## config.mk

```make
export PLATFORM = sky130hd
export DESIGN_NAME = err_window_counter
export DESIGN_NICKNAME = d
export VERILOG_FILES = /design/src/rtl/errmon_pkg.sv /design/src/rtl/err_src_mux.sv /design/src/rtl/err_window_timer.sv /design/src/rtl/err_sat_counter.sv /design/src/rtl/err_read_port.sv /design/src/rtl/err_window_counter.sv
export SDC_FILE = /design/constraint.sdc
export NUM_CORES = 1
export LEC_CHECK = 0
export BUFFER_PORTS_ARGS = -buffer_cell sky130_fd_sc_hd__buf_4
export CAP_MARGIN = 20
export CORE_MARGIN = 5
export CORE_UTILIZATION = 40
export CTS_BUF_LIST = sky130_fd_sc_hd__clkbuf_8
export CTS_CLUSTER_DIAMETER = 50
export DETAILED_ROUTE_END_ITERATION = 8
export HOLD_SLACK_MARGIN = 0.15
export PLACE_DENSITY_LB_ADDON = 0.3
export SLEW_MARGIN = 20
export SYNTH_ARGS = -nofsm -noshare
export SYNTH_HDL_FRONTEND = slang
export SYNTH_SLANG_ARGS = --single-unit
export TNS_END_PERCENT = 5
```

## constraint.sdc

```tcl
create_clock -name clk -period 2.35 [get_ports clk]
set_clock_uncertainty 0.1 [all_clocks]
set_input_delay 0.235 -clock clk [delete_from_list [all_inputs] [get_ports clk]]
set_output_delay 0.235 -clock clk [all_outputs]
set_load 0.01 [all_outputs]
```

## src/rtl/errmon_pkg.sv

```systemverilog
package errmon_pkg;

    localparam int CNT_W  = 16;
    localparam int BYTE_W = 8;
    localparam int NUM_WIN = 4;

    typedef enum logic [1:0] {
        SRC_BIT  = 2'd0,
        SRC_BYTE = 2'd1,
        SRC_PKT  = 2'd2,
        SRC_NONE = 2'd3
    } err_src_e;

    typedef enum logic {
        MODE_WINDOW = 1'b0,
        MODE_FREE   = 1'b1
    } cnt_mode_e;

    typedef struct packed {
        logic bit_err;
        logic byte_err;
        logic pkt_err;
    } err_events_t;

    typedef struct packed {
        logic inc;
        logic clr;
        logic snap;
    } cnt_ctrl_t;

    function automatic logic [CNT_W-1:0] sat_inc(input logic [CNT_W-1:0] v);
        return (v == {CNT_W{1'b1}}) ? v : v + 1'b1;
    endfunction

endpackage

```

## src/rtl/err_src_mux.sv

```systemverilog
module err_src_mux
    import errmon_pkg::*;
(
    input  err_events_t events_i,
    input  err_src_e    sel_i,
    output logic        event_o
);
    always_comb begin
        unique case (sel_i)
            SRC_BIT:  event_o = events_i.bit_err;
            SRC_BYTE: event_o = events_i.byte_err;
            SRC_PKT:  event_o = events_i.pkt_err;
            default:  event_o = 1'b0;
        endcase
    end
endmodule

```

## src/rtl/err_window_timer.sv

```systemverilog
module err_window_timer
    import errmon_pkg::*;
#(
    parameter int BASE_LOG2 = 12,
    parameter int STEP_LOG2 = 2,
    parameter int W         = BASE_LOG2 + (NUM_WIN - 1) * STEP_LOG2
) (
    input  logic       clk,
    input  logic       rst,
    input  logic       enable_i,
    input  logic       byte_vld_i,
    input  logic [1:0] win_sel_i,
    output logic       tick_o
);
    logic [W-1:0] limit [NUM_WIN];
    logic [W-1:0] cnt_q;

    // Last byte index of each window: 2^(BASE + g*STEP) - 1
    for (genvar g = 0; g < NUM_WIN; g++) begin : g_limit
        localparam int LOG_G = BASE_LOG2 + g * STEP_LOG2;
        assign limit[g] = W'((64'd1 << LOG_G) - 64'd1);
    end

    // >= keeps a shrunken window from running past its end
    assign tick_o = enable_i && byte_vld_i && (cnt_q >= limit[win_sel_i]);

    always_ff @(posedge clk) begin
        if (rst || !enable_i) begin
            cnt_q <= '0;
        end else if (byte_vld_i) begin
            cnt_q <= tick_o ? '0 : cnt_q + 1'b1;
        end
    end
endmodule

```

## src/rtl/err_sat_counter.sv

```systemverilog
module err_sat_counter
    import errmon_pkg::*;
(
    input  logic             clk,
    input  logic             rst,
    input  cnt_mode_e        mode_i,
    input  logic             event_i,
    input  logic             tick_i,
    input  logic             rd_hi_i,
    output logic [CNT_W-1:0] cnt_o,
    output logic [CNT_W-1:0] hold_o
);
    cnt_ctrl_t        ctrl;
    logic [CNT_W-1:0] cnt_q;
    logic [CNT_W-1:0] hold_q;

    always_comb begin
        ctrl.inc  = event_i;
        ctrl.snap = (mode_i == MODE_WINDOW) && tick_i;
        ctrl.clr  = (mode_i == MODE_FREE) ? rd_hi_i : tick_i;
    end

    always_ff @(posedge clk) begin
        if (rst) begin
            cnt_q  <= '0;
            hold_q <= '0;
        end else begin
            if (ctrl.snap) begin
                hold_q <= cnt_q;
            end
            // Coinciding event starts the new period at one
            if (ctrl.clr) begin
                cnt_q <= ctrl.inc ? CNT_W'(1) : '0;
            end else if (ctrl.inc) begin
                cnt_q <= sat_inc(cnt_q);
            end
        end
    end

    assign cnt_o  = cnt_q;
    assign hold_o = hold_q;
endmodule

```

## src/rtl/err_read_port.sv

```systemverilog
module err_read_port
    import errmon_pkg::*;
(
    input  logic              clk,
    input  logic              rst,
    input  logic [CNT_W-1:0]  view_i,
    input  logic              rd_hi_i,
    input  logic              rd_lo_i,
    output logic [BYTE_W-1:0] rd_byte_o
);
    logic [BYTE_W-1:0] lo_latch_q;
    logic              lo_pend_q;

    always_ff @(posedge clk) begin
        if (rst) begin
            lo_latch_q <= '0;
            lo_pend_q  <= 1'b0;
        end else begin
            lo_pend_q <= rd_hi_i;
            if (rd_hi_i) begin
                lo_latch_q <= view_i[BYTE_W-1:0];
            end
        end
    end

    always_comb begin
        if (rd_hi_i) begin
            rd_byte_o = view_i[CNT_W-1:BYTE_W];
        end else if (rd_lo_i) begin
            rd_byte_o = lo_pend_q ? lo_latch_q : view_i[BYTE_W-1:0];
        end else begin
            rd_byte_o = '0;
        end
    end
endmodule

```

## src/rtl/err_window_counter.sv

```systemverilog
module err_window_counter
    import errmon_pkg::*;
#(
    parameter int WIN_BASE_LOG2 = 12,
    parameter int WIN_STEP_LOG2 = 2
) (
    input  logic        clk,
    input  logic        rst,
    input  logic        err_bit_i,
    input  logic        err_byte_i,
    input  logic        err_pkt_i,
    input  logic        byte_vld_i,
    input  logic [1:0]  src_sel_i,
    input  logic        mode_i,
    input  logic [1:0]  win_sel_i,
    input  logic        rd_hi_i,
    input  logic        rd_lo_i,
    output logic [15:0] view_o,
    output logic [7:0]  rd_byte_o
);
    localparam int WIN_W = WIN_BASE_LOG2 + (NUM_WIN - 1) * WIN_STEP_LOG2;

    err_events_t      events;
    cnt_mode_e        mode;
    logic             sel_event;
    logic             win_tick;
    logic [CNT_W-1:0] live_cnt;
    logic [CNT_W-1:0] hold_cnt;

    assign events = '{bit_err: err_bit_i, byte_err: err_byte_i, pkt_err: err_pkt_i};
    assign mode   = cnt_mode_e'(mode_i);

    err_src_mux u_mux (
        .events_i (events),
        .sel_i    (err_src_e'(src_sel_i)),
        .event_o  (sel_event)
    );

    err_window_timer #(
        .BASE_LOG2 (WIN_BASE_LOG2),
        .STEP_LOG2 (WIN_STEP_LOG2),
        .W         (WIN_W)
    ) u_timer (
        .clk        (clk),
        .rst        (rst),
        .enable_i   (mode == MODE_WINDOW),
        .byte_vld_i (byte_vld_i),
        .win_sel_i  (win_sel_i),
        .tick_o     (win_tick)
    );

    err_sat_counter u_cnt (
        .clk     (clk),
        .rst     (rst),
        .mode_i  (mode),
        .event_i (sel_event),
        .tick_i  (win_tick),
        .rd_hi_i (rd_hi_i),
        .cnt_o   (live_cnt),
        .hold_o  (hold_cnt)
    );

    assign view_o = (mode == MODE_FREE) ? live_cnt : hold_cnt;

    err_read_port u_rd (
        .clk       (clk),
        .rst       (rst),
        .view_i    (view_o),
        .rd_hi_i   (rd_hi_i),
        .rd_lo_i   (rd_lo_i),
        .rd_byte_o (rd_byte_o)
    );
endmodule

```

==> out/metrics.yaml <==
overflow: 0
whs_ps: 168
routedWlPerCell_um: 13.1
period_share_pct: 92.0
clk_pin_slew_ps: 70
first_pass_iters: 4
cts_tree: "built"
fp-row-count: 31
routabilityCongestion: 0.795
cts.sinks: 59
max_stage_delay_ps: 400
crit_slowest_cell: "dfxtp_1"
setup_viol_count_final: 0
numPortBuffers: 36
final_cell_mix: "68 x nor2_1, 59 x dfxtp_1, 42 x buf_4"
cp-startpoint: "u_timer.cnt_q[15]"
pre_cts_slack_ps: 119
htreeDepth: 3
synthesis.area_mm2: 0.00294
yosys_most_used_dff: "dfxtp_1"
cts_resized: 0
dp.cells: 467
cp.depth: 7
r2r_slack_ps: 190
leakage_uw: 0.00142
yosys-top-cells-area: "dfxtp_1 40%, mux2i_1 9.2%, nor2_1 8.7%, xor2_1 4.5%, xnor2_1 3.9%"
insertion_delay_ps: 340
totalNegativeSetupSlack_ps: 0
p_int_uw: 1430
reg2reg_to: "u_cnt.cnt_o[1]"
tightest_slew_ps: 541
antenna_found_initial: 0
setup.worst_path.class: "reg2reg"
synth_top_area_share_pct: 40.1
start_util_pct: 40.8
reg2reg_depth: 7
avgViaCountPerCell: 4.92
synth-seq-cells: 59
grt_pass1_vias: 2279
cp_top_family: "compound AO/OA/AOI/OAI gates"
reg2reg_from: "u_timer.cnt_q[15]"
combPwrFrac_pct: 5.8
setup.worst_path.end_class: "flip-flop"
yosysUniqueCellTypes: 43
path_buf_inv: 0
num-nets-final: 398
worstSetupEndpoint: "u_cnt.cnt_o[1]"
synth_edf_count: 0
vias: 2378
syn-num-nets: 361
drtIter0Drc: 58
io_pins: 37
cts.path.max_buffers: 2
timing.final.crit_period_ps: 2160
synth_seq_area_share_pct: 40.1
synth_warnings: 0
path_common_cell: "a21oi_1"
powerDensity_mw_per_mm2: 554
timing.fmax_mhz: 463
critPathArrivalTime_ps: 2320
p_sw_share_pct: 25.6
rsz0062_at_grt: "yes"
yosysTopAreaCell: "dfxtp_1"
seq_power_share_pct: 53.1
min_path_type: "in2reg"
outcome: "finished, final reports clean"
postSynthAreaPerCell_um2: 8.60
die_area_mm2: 0.00917
area_delta_synth_final_pct: 18.1
gr-usage-all-layers_pct: 14.9
drc: 0
wl_um: 6310
hpwl_um: 4550
cap_violations: 0
crit_path_start_kind: "flip-flop"
required_ps: 2510
ir_drop_mv: 0.276
grt_max_degree: 30
nFillCells: 723
num_antenna_cells: 0
switching_power_uw: 493
fin_ws_ps: 189
drive_gt1_share_pct: 19.5
core_area_mm2: 0.00721
clkPwrFrac_pct: 41.1
relSlewSlack_pct: 63.4
async_flop_share_pct: 0
grt_pass1_wl_um: 10500
synthCells: 342
die_y_um: 95.8
ctsRootBufferMaster: "clkbuf_8"
die_w_um: 95.8
worstPathCellList: "ha_1, a21oi_1, o22ai_1, a41oi_1, a31o_2, nand2b_1, a21oi_1"
ant_nets: 0
mostFrequentLayoutCell: "nor2_1"
cts_made_buffers: 9
hold_violations: 0
instances_no_fill: 483
slew_violations: 0
crit_path_max_fanout: 15
[repair_timing]
item / CTS / global route
hold buffers: 0 / 0
endpoints found under the hold margin: 0 / 0
setup buffers: 0 / 0
endpoints found under the setup margin: 0 / 1
[flip-flops by register name, indices dropped and copies added (netlist names)]
signal,count
u_rd.lo_pend_q,1
u_cnt.hold_o,16
u_timer.cnt_q,18
u_rd.lo_latch_q,8
u_cnt.cnt_o,16
[Yosys cell counts, types with 2 or more instances]
library cell  number
nor4_1             4
xnor2_1           13
o21a_1             2
xor2_1            15
mux2i_1           27
dfxtp_1           59
a21oi_1           13
ha_1               6
nand4_1            6
a211oi_1           8
nor2_1            68
clkbuf_1           8
buf_2              4
and4_1             3
nand4_2            3
and3_1             3
o21ai_0            9
nor3_1             6
nand2b_1           3
nand2_1           28
a41oi_1            2
or2_2              2
inv_1             13
nand3_1           11
mux2_2             8
[area by class of cell]
cell class	count	area (um^2)	area share, %
Multi-Input combinational cell	253	1620	46.5
Sequential cell	59	1180	34.0
Timing Repair Buffer	43	335	9.65
Clock buffer	9	124	3.57
Tap cell	99	124	3.57
Inverter	13	48.8	1.40
Clock inverter	7	46.3	1.33
[power by group through the flow]
stage	clock network (uW)	logic (uW)	registers, uW
5_1_grt	853	124	1020
3_3_place_gp	0	111	1040
4_1_cts	824	113	1020
3_5_place_dp	0	113	1040
2_1_floorplan	0	79.4	1040
6_report	790	112	1020
[through the flow]
stage          power, uW  util, %  area (um^2)
2_1_floorplan       1120        -         2940
3_3_place_gp        1160     45.8         3300
3_5_place_dp        1160     45.8         3300
4_1_cts             1960     48.2         3470
5_1_grt             2000     48.2         3470
6_report            1920     48.2         3470
[worst min-delay path by stage]
stage	slack (ps)	end	depth (start not counted)	start
4_1_cts	150	u_cnt.hold_o[4]	2	rst
6_report	170	u_cnt.hold_o[5]	2	rst
2_1_floorplan	300	u_timer.cnt_q[0]	2	rst
5_1_grt	160	u_cnt.hold_o[8]	2	rst
3_3_place_gp	370	u_cnt.hold_o[8]	2	u_cnt.hold_o[8]
3_5_place_dp	380	u_cnt.hold_o[0]	2	u_cnt.hold_o[0]
[cells by family (layout without fill, tap and decap cells)]
kind of cell    Yosys count  count (layout)  synth area share (%)
flops                    59              59                  40.1
buf+inv                  30              72                  4.97
fa+ha+maj                 6               6                  2.55
xor+xnor                 28              28                  8.33
compound gates           40              40                  8.59
simple gates            144             144                  23.2
mux                      35              35                  12.2
[layer usage]
metal  global-route usage, %  vias up  wire (um)
li1                        -     1241          -
met1                    17.4     1092       2880
met2                    24.6       35       3090
met3                    4.93       10        200
met4                    7.35        0        144
met5                       0        -          0
Power figures use the tool's default switching activity.
